[src/rtl/pin_route_pkg.sv]
package pin_route_pkg;

  typedef logic [2:0] pirq_t;

  // Rotating default route for slots without a routing word: lands on E..H.
  function automatic pirq_t slot_default_pirq(logic [4:0] slot, logic [1:0] pin);
    logic [1:0] rot;
    rot = slot[1:0] + pin;
    return {1'b1, rot};
  endfunction

  // PIRQ index held in the field of a routing word that belongs to one pin.
  function automatic pirq_t field_pirq(logic [15:0] word, logic [1:0] pin, int shift);
    return word[int'(pin)*shift +: 3];
  endfunction

  // True for the bytes of the hard-wired (read-only zero) routing word.
  function automatic bit is_fixed_byte(int b, int base, int fixed_k);
    return (b >= base + 4*fixed_k) && (b < base + 4*fixed_k + 4);
  endfunction

  // Reset image of one byte of the region.
  function automatic logic [7:0] reset_byte(int b, int base, int ndev, int fixed_k,
                                            logic [15:0] rdef, int cofs,
                                            logic [31:0] cdef);
    logic [7:0] v;
    v = '0;
    for (int k = 0; k < ndev; k++) begin
      if (k != fixed_k && b == base + 4*k)     v = rdef[7:0];
      if (k != fixed_k && b == base + 4*k + 1) v = rdef[15:8];
    end
    for (int i = 0; i < 4; i++) begin
      if (b == cofs + i) v = cdef[8*i +: 8];
    end
    return v;
  endfunction

endpackage

[src/rtl/pr_access_clip.sv]
module pr_access_clip #(
  parameter int AW           = 16,
  parameter int REGION_BYTES = 64,
  localparam int OFS_W       = $clog2(REGION_BYTES)
) (
  input  logic             clk,
  input  logic             rst_n,
  input  logic             acc_en,
  input  logic [AW-1:0]    addr,
  input  logic [2:0]       len,
  output logic [OFS_W-1:0] off,
  output logic [2:0]       clen
);

  logic [2:0]     req_len;
  logic [OFS_W:0] room;

  assign off     = addr[OFS_W-1:0];
  assign req_len = (len > 3'd4) ? 3'd4 : len;
  assign room    = (OFS_W+1)'(REGION_BYTES) - {1'b0, off};
  assign clen    = ({{(OFS_W-2){1'b0}}, req_len} > room) ? room[2:0] : req_len;

  // a shortened access never reaches beyond the last byte
  p_fit_region_r3: assert property (@(posedge clk) disable iff (!rst_n)
    acc_en |-> ({1'b0, off} + {{(OFS_W-2){1'b0}}, clen}) <= (OFS_W+1)'(REGION_BYTES));

endmodule

[src/rtl/pr_byte_store.sv]
module pr_byte_store
  import pin_route_pkg::*;
#(
  parameter int          REGION_BYTES  = 64,
  parameter int          ROUTE_BASE    = 8,
  parameter int          NUM_DEV       = 7,
  parameter int          FIXED_K       = 5,
  parameter logic [15:0] ROUTE_DEFAULT = 16'h3210,
  parameter int          CTRL_OFS      = 48,
  parameter logic [31:0] CTRL_DEFAULT  = 32'h0000_0021,
  localparam int         OFS_W         = $clog2(REGION_BYTES)
) (
  input  logic                      clk,
  input  logic                      rst_n,
  input  logic                      wr,
  input  logic                      rd,
  input  logic [OFS_W-1:0]          off,
  input  logic [2:0]                clen,
  input  logic [31:0]               wdata,
  output logic [31:0]               rdata,
  output logic                      rvalid,
  output logic [REGION_BYTES*8-1:0] bytes_flat
);

  for (genvar b = 0; b < REGION_BYTES; b++) begin : g_byte
    localparam bit         RO   = is_fixed_byte(b, ROUTE_BASE, FIXED_K);
    localparam logic [7:0] INIT = reset_byte(b, ROUTE_BASE, NUM_DEV, FIXED_K,
                                             ROUTE_DEFAULT, CTRL_OFS, CTRL_DEFAULT);
    if (RO) begin : g_ro
      assign bytes_flat[b*8 +: 8] = 8'h00;
    end else begin : g_rw
      logic [OFS_W:0] rel;
      logic           hit;
      logic [7:0]     q;
      // rel wraps far above 4 when b lies below the start offset
      assign rel = (OFS_W+1)'(b) - {1'b0, off};
      assign hit = wr && (rel < {{(OFS_W-2){1'b0}}, clen});
      always_ff @(posedge clk) begin
        if (!rst_n)   q <= INIT;
        else if (hit) q <= wdata[int'(rel[1:0])*8 +: 8];
      end
      assign bytes_flat[b*8 +: 8] = q;
    end
  end

  logic [31:0] rd_next;
  always_comb begin
    rd_next = '0;
    for (int i = 0; i < 4; i++) begin
      logic [OFS_W-1:0] a;
      a = off + OFS_W'(i);
      if (3'(i) < clen) rd_next[8*i +: 8] = bytes_flat[int'(a)*8 +: 8];
    end
  end

  always_ff @(posedge clk) begin
    if (!rst_n) begin
      rdata  <= '0;
      rvalid <= 1'b0;
    end else begin
      rvalid <= rd;
      if (rd) rdata <= rd_next;
    end
  end

  // storage moves only under a write strobe
  p_idle_hold_r4: assert property (@(posedge clk) disable iff (!rst_n)
    !wr |=> $stable(bytes_flat));

  // read data returns one cycle after the strobe
  p_rd_valid_r10: assert property (@(posedge clk) disable iff (!rst_n)
    rd |=> rvalid);

  // lanes at or above a short length read zero
  p_tail_zero_r3: assert property (@(posedge clk) disable iff (!rst_n)
    (rd && clen <= 3'd2) |=> (rdata[31:16] == 16'h0000));

endmodule

[src/rtl/pr_route_lookup.sv]
module pr_route_lookup
  import pin_route_pkg::*;
#(
  parameter int REGION_BYTES = 64,
  parameter int ROUTE_BASE   = 8,
  parameter int FIRST_DEV    = 25,
  parameter int NUM_DEV      = 7,
  parameter int FIXED_DEV    = 30,
  parameter int PIN_SHIFT    = 4,
  localparam int FIXED_PIRQ0 = 4
) (
  input  logic                      clk,
  input  logic                      rst_n,
  input  logic [REGION_BYTES*8-1:0] bytes_flat,
  input  logic [4:0]                slot,
  input  logic [1:0]                pin,
  output pirq_t                     pirq
);

  logic [15:0] words [NUM_DEV];

  for (genvar k = 0; k < NUM_DEV; k++) begin : g_word
    assign words[k] = bytes_flat[(ROUTE_BASE + 4*k)*8 +: 16];
  end

  always_comb begin
    pirq = slot_default_pirq(slot, pin);
    for (int k = 0; k < NUM_DEV; k++) begin
      if (int'(slot) == FIRST_DEV + k) begin
        if (FIRST_DEV + k == FIXED_DEV) pirq = 3'(FIXED_PIRQ0) + {1'b0, pin};
        else                            pirq = field_pirq(words[k], pin, PIN_SHIFT);
      end
    end
  end

  // default slots stay on PIRQ E..H
  p_low_slot_eh_r8: assert property (@(posedge clk) disable iff (!rst_n)
    (int'(slot) < FIRST_DEV) |-> pirq[2]);

  // the hard-wired device stays on PIRQ E..H
  p_fixed_eh_r7: assert property (@(posedge clk) disable iff (!rst_n)
    (int'(slot) == FIXED_DEV) |-> pirq[2]);

endmodule

[src/rtl/pci_pin_router.sv]
module pci_pin_router
  import pin_route_pkg::*;
#(
  parameter int          AW            = 16,
  parameter int          REGION_BYTES  = 64,
  parameter int          ROUTE_BASE    = 8,
  parameter int          FIRST_DEV     = 25,
  parameter int          NUM_DEV       = 7,
  parameter int          FIXED_DEV     = 30,
  parameter int          PIN_SHIFT     = 4,
  parameter logic [15:0] ROUTE_DEFAULT = 16'h3210,
  parameter int          CTRL_OFS      = 48,
  parameter logic [31:0] CTRL_DEFAULT  = 32'h0000_0021
) (
  input  logic          clk,
  input  logic          rst_n,
  input  logic          acc_wr,
  input  logic          acc_rd,
  input  logic [AW-1:0] acc_addr,
  input  logic [2:0]    acc_len,
  input  logic [31:0]   acc_wdata,
  output logic [31:0]   acc_rdata,
  output logic          acc_rvalid,
  input  logic [4:0]    lk_slot,
  input  logic [1:0]    lk_pin,
  output logic [2:0]    lk_pirq,
  output logic          route_chg
);

  localparam int OFS_W   = $clog2(REGION_BYTES);
  localparam int FIXED_K = FIXED_DEV - FIRST_DEV;

  logic [OFS_W-1:0]          acc_off;
  logic [2:0]                acc_clen;
  logic [REGION_BYTES*8-1:0] bytes_flat;

  pr_access_clip #(.AW(AW), .REGION_BYTES(REGION_BYTES)) u_clip (
    .clk(clk), .rst_n(rst_n), .acc_en(acc_wr | acc_rd),
    .addr(acc_addr), .len(acc_len), .off(acc_off), .clen(acc_clen)
  );

  pr_byte_store #(
    .REGION_BYTES(REGION_BYTES), .ROUTE_BASE(ROUTE_BASE), .NUM_DEV(NUM_DEV),
    .FIXED_K(FIXED_K), .ROUTE_DEFAULT(ROUTE_DEFAULT), .CTRL_OFS(CTRL_OFS),
    .CTRL_DEFAULT(CTRL_DEFAULT)
  ) u_store (
    .clk(clk), .rst_n(rst_n), .wr(acc_wr), .rd(acc_rd), .off(acc_off),
    .clen(acc_clen), .wdata(acc_wdata), .rdata(acc_rdata), .rvalid(acc_rvalid),
    .bytes_flat(bytes_flat)
  );

  pr_route_lookup #(
    .REGION_BYTES(REGION_BYTES), .ROUTE_BASE(ROUTE_BASE), .FIRST_DEV(FIRST_DEV),
    .NUM_DEV(NUM_DEV), .FIXED_DEV(FIXED_DEV), .PIN_SHIFT(PIN_SHIFT)
  ) u_lookup (
    .clk(clk), .rst_n(rst_n), .bytes_flat(bytes_flat),
    .slot(lk_slot), .pin(lk_pin), .pirq(lk_pirq)
  );

  always_ff @(posedge clk) begin
    if (!rst_n) route_chg <= 1'b0;
    else        route_chg <= acc_wr;
  end

  // each write strobe is followed by one pulse
  p_chg_after_wr_r9: assert property (@(posedge clk) disable iff (!rst_n)
    acc_wr |=> route_chg);

  // no pulse without a write strobe
  p_chg_quiet_r9: assert property (@(posedge clk) disable iff (!rst_n)
    !acc_wr |=> !route_chg);

endmodule

[config.mk]
export PLATFORM = sky130hd
export DESIGN_NAME = pci_pin_router
export DESIGN_NICKNAME = d
export VERILOG_FILES = /design/src/rtl/pin_route_pkg.sv /design/src/rtl/pr_access_clip.sv /design/src/rtl/pr_byte_store.sv /design/src/rtl/pr_route_lookup.sv /design/src/rtl/pci_pin_router.sv
export SDC_FILE = /design/constraint.sdc
export NUM_CORES = 2
export LEC_CHECK = 0
export ABC_CLOCK_PERIOD_IN_PS = 5700
export BUFFER_PORTS_ARGS = -buffer_cell sky130_fd_sc_hd__clkbuf_2
export CAP_MARGIN = 5
export CORE_ASPECT_RATIO = 1.1
export CORE_UTILIZATION = 35
export CTS_BUF_LIST = sky130_fd_sc_hd__clkbuf_16
export DETAILED_ROUTE_END_ITERATION = 10
export GPL_TIMING_DRIVEN = 0
export PLACE_DENSITY = 0.55
export REMOVE_ABC_BUFFERS = 1
export SETUP_SLACK_MARGIN = 0.02
export SLEW_MARGIN = 40
export SYNTH_ARGS = -nofsm -noshare
export SYNTH_HDL_FRONTEND = slang
export SYNTH_SLANG_ARGS = --single-unit
[constraint.sdc]
create_clock -name clk -period 5.7 [get_ports clk]
set_input_delay 1.14 -clock clk [delete_from_list [all_inputs] [get_ports clk]]
set_output_delay 1.14 -clock clk [all_outputs]
set_load 0.1 [all_outputs]
; ---- After elaboration in Yosys (flattened, before gate mapping)
; Cells that the tools add are included.
[totals]
regBits = 514
latch_bits = 0
ram_bits = 0
rom_bits = 0
input_bits = 62
output_inout_bits = 37
wordCells = 345
mem_count = 0
[classes]
n_addsub = 66
n_mul = 0
div = 0
n_lt_le_gt_ge = 66
eq_ne = 7
shifts = 70
n_mux = 13
bitwise = 0
n_reduce_logical = 60
[op_table]
columns = operator, count
row1 = 512-bit by 10-bit indexed part select with 8-bit output, 4
row2 = 32-bit by 6-bit indexed part select with 8-bit output, 60
row3 = 7-bit by 3-bit < comparator with 1-bit output, 60
row4 = 6-bit by 6-bit subtractor with 7-bit output (first input constant), 32
row5 = 16-bit by 5-bit indexed part select with 3-bit output, 6
row6 = 5-bit by 6-bit subtractor with 7-bit output (first input constant), 12
row7 = 1-bit logical AND, 60
row8 = 4-bit by 6-bit subtractor with 7-bit output (first input constant), 8
row9 = 8-bit 2-to-1 mux, 4
row10 = 3-bit by 6-bit subtractor with 7-bit output (first input constant), 4
row11 = 3-bit 2-to-1 mux, 9
row12 = 5-bit by 4-bit equality test with 1-bit output (second input constant), 3
row13 = 1-bit by 6-bit subtractor with 7-bit output (first input constant), 2
row14 = 2-bit by 6-bit subtractor with 7-bit output (first input constant), 2
row15 = 6-bit by 2-bit adder with 6-bit output (second input constant), 2
row16 = 5-bit by 3-bit equality test with 1-bit output (second input constant), 2
row17 = 3-bit by 7-bit greater-than comparator with 1-bit output, 1
row18 = 7-bit by 6-bit subtractor with 7-bit output (first input constant), 1
row19 = 6-bit by 1-bit adder with 6-bit output (second input constant), 1
row20 = 1-bit by 3-bit < comparator with 1-bit output (first input constant), 2
row21 = 2-bit by 3-bit < comparator with 1-bit output (first input constant), 2
row22 = 5-bit by 1-bit equality test with 1-bit output (second input constant), 1
row23 = 5-bit by 2-bit equality test with 1-bit output (second input constant), 1
row24 = 3-bit by 2-bit adder with 3-bit output (first input constant), 1
row25 = 2 further kinds, 2

; ---- Logic depth before layout (Yosys ltp)
[logic_depth]
depth_word = 8
depth_mapped = 21
mapped_depth_nobuf = 15

; ---- Cells and area by module
; From an unflattened synthesis, not the netlist that was laid out.
[hier_totals]
cells_unflattened = 3708
hier_area_um2 = 38737.2
[modules_own_cells]
columns = mod, n_inst, cells_per_inst, area_per_inst_um2
row1 = pr_byte_store, 1, 3595, 37659.9
row2 = pr_route_lookup, 1, 81, 818.3
row3 = pr_access_clip, 1, 29, 226.5
row4 = pci_pin_router, 1, 3, 32.5

; ---- Worst setup path before layout
; No wires, ideal clock.
[synth_timing]
path_kind = input to output
start = input port lk_pin[0]
end = output port lk_pirq[1]
t_arrival_ps = 4245
required_ps = 4560
setup_slack_ps = 315
cell_stages = 5
n_path_buf = 2
cell_sequence = clkbuf_1 clkbuf_1 mux4_2 a32oi_1 a31oi_1
[synth_via]
elab_chain_len = 8
elab_cells_between_ends = 15
cone_classes = add/sub: 2 / shift: 6 / mux: 7
[synth_rtl]
columns = item, line_no
row1 = "start, declared", pci_pin_router.sv:25  ; input logic [1:0] lk_pin,
row2 = 16-bit by 5-bit indexed part select with 3-bit output or 2-bit adder (tied branches), "pin_route_pkg.sv:14, pin_route_pkg.sv:8"
row3 = 3-bit 2-to-1 mux (6 in series), pr_route_lookup.sv:29  ; if (int'(slot) == FIRST_DEV + k) begin
row4 = 3-bit 2-to-1 mux *, pr_route_lookup.sv:29
row5 = "end, declared", pci_pin_router.sv:26  ; output logic [2:0] lk_pirq,
; Every way passes the cells marked *; elsewhere a longest branch is shown, timed or not.

; ---- Final worst setup path
[layout_timing]
start = input port acc_addr[1]
end = register u_store.g_byte[21].g_rw.q[5]
[layout_via]
elab_chain_len = 5
elab_cells_between_ends = 7
cone_classes = add/sub: 2 / order compare: 2 / shift: 1 / mux: 1 / reduce/logical: 1
[layout_rtl]
columns = item, line_no
row1 = "start, declared", pci_pin_router.sv:19  ; input logic [AW-1:0] acc_addr,
row2 = 7-bit by 6-bit subtractor with 7-bit output, pr_access_clip.sv:20  ; assign room = (OFS_W+1)'(REGION_BYTES) - {1'b0, off};
row3 = 3-bit by 7-bit greater-than comparator with 1-bit output, pr_access_clip.sv:21  ; assign clen = ({{(OFS_W-2){1'b0}}, req_len} > room) ? room[2:0] : req_len;
row4 = 3-bit 2-to-1 mux, pr_access_clip.sv:21
row5 = 7-bit by 3-bit < comparator with 1-bit output, pr_byte_store.sv:37  ; assign hit = wr && (rel < {{(OFS_W-2){1'b0}}, clen});
row6 = 1-bit logical AND, pr_byte_store.sv:37
row7 = "end signal, assigned", pr_byte_store.sv:40  ; else if (hit) q <= wdata[int'(rel[1:0])*8 +: 8];
row8 = "end, declared", pr_byte_store.sv:34  ; logic [7:0] q;
; Several ways; a longest one is shown, not always the timed one.
; A chain may end at the register's enable or synchronous reset.

==> results.yml <==
floorplan:
  die_w_um: 314
  placeableCoreArea_um2: 106000
  dieArea_um2: 108000
  top_level_ports: 99
  num_rows: 125
  fp.dieH_um: 345
  start_util_pct: 35.4
critical_path:
  cp-start-kind: "input pin"
  critPathMaxFanout: 50
  cp_data_arrival_time_ns: 6.24
  cp_data_required_time_ns: 6.23
  crit_type: "input pin to flop"
  cp-end-kind: "flop"
global_route:
  grt_pass1_vias: 29400
  antenna_found_initial: 3
  grt_start_max_net_pins: 92
  track_usage_pct: 28.0
  overflow: 0
  grt_pass1_wl_um: 221000
routing:
  vias: 31400
  dr.pass1.iters: 6
  vias_per_cell: 6.65
  drc: 0
  routed_wl_um: 154000
  wl_per_cell_um: 32.7
  antenna_left: 0
  drt_iter0_drc: 4890
timing:
  setup_viol: 2
  whs_ns: 0.457
  post-route-worst-setup-slack_ns: -0.00796
  rsz0062_at_grt: "false"
  period_minus_slack_ns: 5.71
  fin_setup_tns_ns: -0.00848
  period_share_pct: 100
  final_hold_viol_count: 0
  fin_worst_skew_ns: 0.0230
  fmax_mhz: 175
  tightest_slew_ns: 0.941
  drv_slew: 0
  max_slew_margin_pct: 37.1
clock_network:
  cts_tree: "yes"
  cts.clk_slew.worst_paths_ns: 0.07
  htreeDepth: 2
  clockBufferDepth: 3
  cts_made_buffers: 55
  cts_hold_buf: 0
  cts_root_buf: "clkbuf_16"
  numClockSinks: 514
  clk_latency_ns: 0.65
synthesis:
  synth_area_um2: 37500
  yosysTopAreaCellShare_pct: 34.8
  avgSynthCellArea_um2: 11.3
  synth_edf_count: 0
  async_flop_share_pct: 0
  yosysWarnings: 0
  synth_top_cell_by_area: "mux4_2"
  ys_types: 76
  synth_flop_cell: "dfxtp_1"
  synth_seq_cells: 514
  synthTopCellsByArea: "mux4_2 35%, dfxtp_1 27%, mux2i_1 13%"
  syn_inst: 3328
  seq_area_frac_synth_pct: 27.4
placement:
  hpwl_um: 109000
  place_ws_ns: -1.87
  dp.cells: 4607
  gp_congestion: 0.948
  io_buffers: 88
cells_and_area:
  fin_cells: 4715
  final_nets: 3365
  mostFrequentLayoutCells: "579 x mux4_2, 514 x dfxtp_1, 474 x mux2i_1"
  layout_commonest_cell: "mux4_2"
  drive_above_1_share_pct: 30.2
  area_growth_pct: 13.3
power_and_ir_drop:
  max-vdd-ir-drop_mv: 0.234
  finalPower_w: 0.00948
  leakage_nw: 15.5
  p_per_area_nw_per_um2: 223
min_path:
  hold_class: "flop to flop"
run_status:
  status: "finished, violations left"
  violations: "negative setup slack"
job:
  drv_cap: 0
per-layer routing:
layer / vias to the layer above / part of all wire [%] / global-route usage (%) / wire (um)
met3: 433 / 11 / 6.59 / 17400
met4: 2 / 6.0 / 14.1 / 9290
met5: - / 0.0078 / 0 / 12
li1: 12800 / - / - / -
met1: 15900 / 38 / 36.8 / 58100
met2: 2215 / 45 / 42.9 / 69500
path summary, 6_finish.rpt:
path	to	slack (ns)	cells after the start	from
setup / recovery	u_store.g_byte[21].g_rw.q[5]$_SDFFE_PN1P_	-0.008	18	acc_addr[1]
hold / removal	u_store.rdata[3]$_SDFFE_PN0P_	0.46	2	u_store.rdata[3]$_SDFFE_PN0P_
setup reg to reg	u_store.rdata[4]$_SDFFE_PN0P_	3.11	7	u_store.g_byte[51].g_rw.q[4]$_SDFFE_PN0P_
hold reg to reg	u_store.rdata[3]$_SDFFE_PN0P_	0.46	2	u_store.rdata[3]$_SDFFE_PN0P_
report_power, final:
group | switching (W) | internal (W)
Combinational | 0.00137 | 0.000769
Sequential | 0.0000592 | 0.00364
Clock | 0.00167 | 0.00197
Yosys cell counts, types with 46 or more instances:
library cell,number
nor2b_1,215
dfxtp_1,514
mux4_2,579
mux2i_1,474
buf_1,46
nand3_1,86
buf_2,88
o21ai_0,81
a21oi_1,68
clkbuf_1,188
nand2_1,460
nor2_1,77
a22oi_1,81
what timing repair did:
action	4_1_cts	5_1_grt
pin swaps	2	0
buffers inserted	6	0
cloned	1	0
gates resized for setup	8	9
setup endpoints to repair	489	93
hold endpoints to repair	0	0
stage by stage:
step / instance area [um^2] / util, %
2_1_floorplan: 36100 / -
3_3_place_gp: 38300 / 36.2
3_5_place_dp: 40600 / 38.3
4_1_cts: 42400 / 40.1
5_1_grt: 42500 / 40.1
6_report: 42500 / 40.1
state kept, by name, summed over array words and instances (netlist names):
signal,count
route_chg,1
u_store.rdata,32
u_store.rvalid,1
u_store.g_byte.g_rw.q,480
area by class of cell:
class,count,area [um^2]
fill,9972,63400
multi-input combinational,2468,26300
sequential,514,10300
timing repair buffer,218,2340
tap,1397,1750
clock buffer,55,1380
clock inverter,43,335
inverter,18,96.3
antenna,2,5.00
cell families (layout without fill, tap and decap cells):
group / count (synthesis) / after routing / synth area share [%]
simple gates: 964 / 964 / 12.7
compound gates: 384 / 384 / 6.77
xor+xnor: 38 / 38 / 0.957
mux: 1054 / 1054 / 47.4
flops: 514 / 514 / 27.4
buf+inv: 346 / 334 / 3.82
other cells: 0 / 2 / 0
fa+ha+maj: 28 / 28 / 0.934
worst max-delay path, cell delays in order:
cell	delay, ns
clkbuf_16	0.27
buf_16	0.27
clkinvlp_4	0.17
ha_4	0.25
xor2_4	0.36
ha_1	0.34
a32o_1	0.26
nor2_1	0.26
nand2_1	0.21
a21oi_1	0.43
ha_1	0.35
and2_1	0.17
a32oi_1	0.50
o211ai_1	0.33
buf_2	0.26
buf_2	0.20
buf_2	0.19
mux2i_1	0.13
No activity file was read; power rests on OpenSTA's default activity.
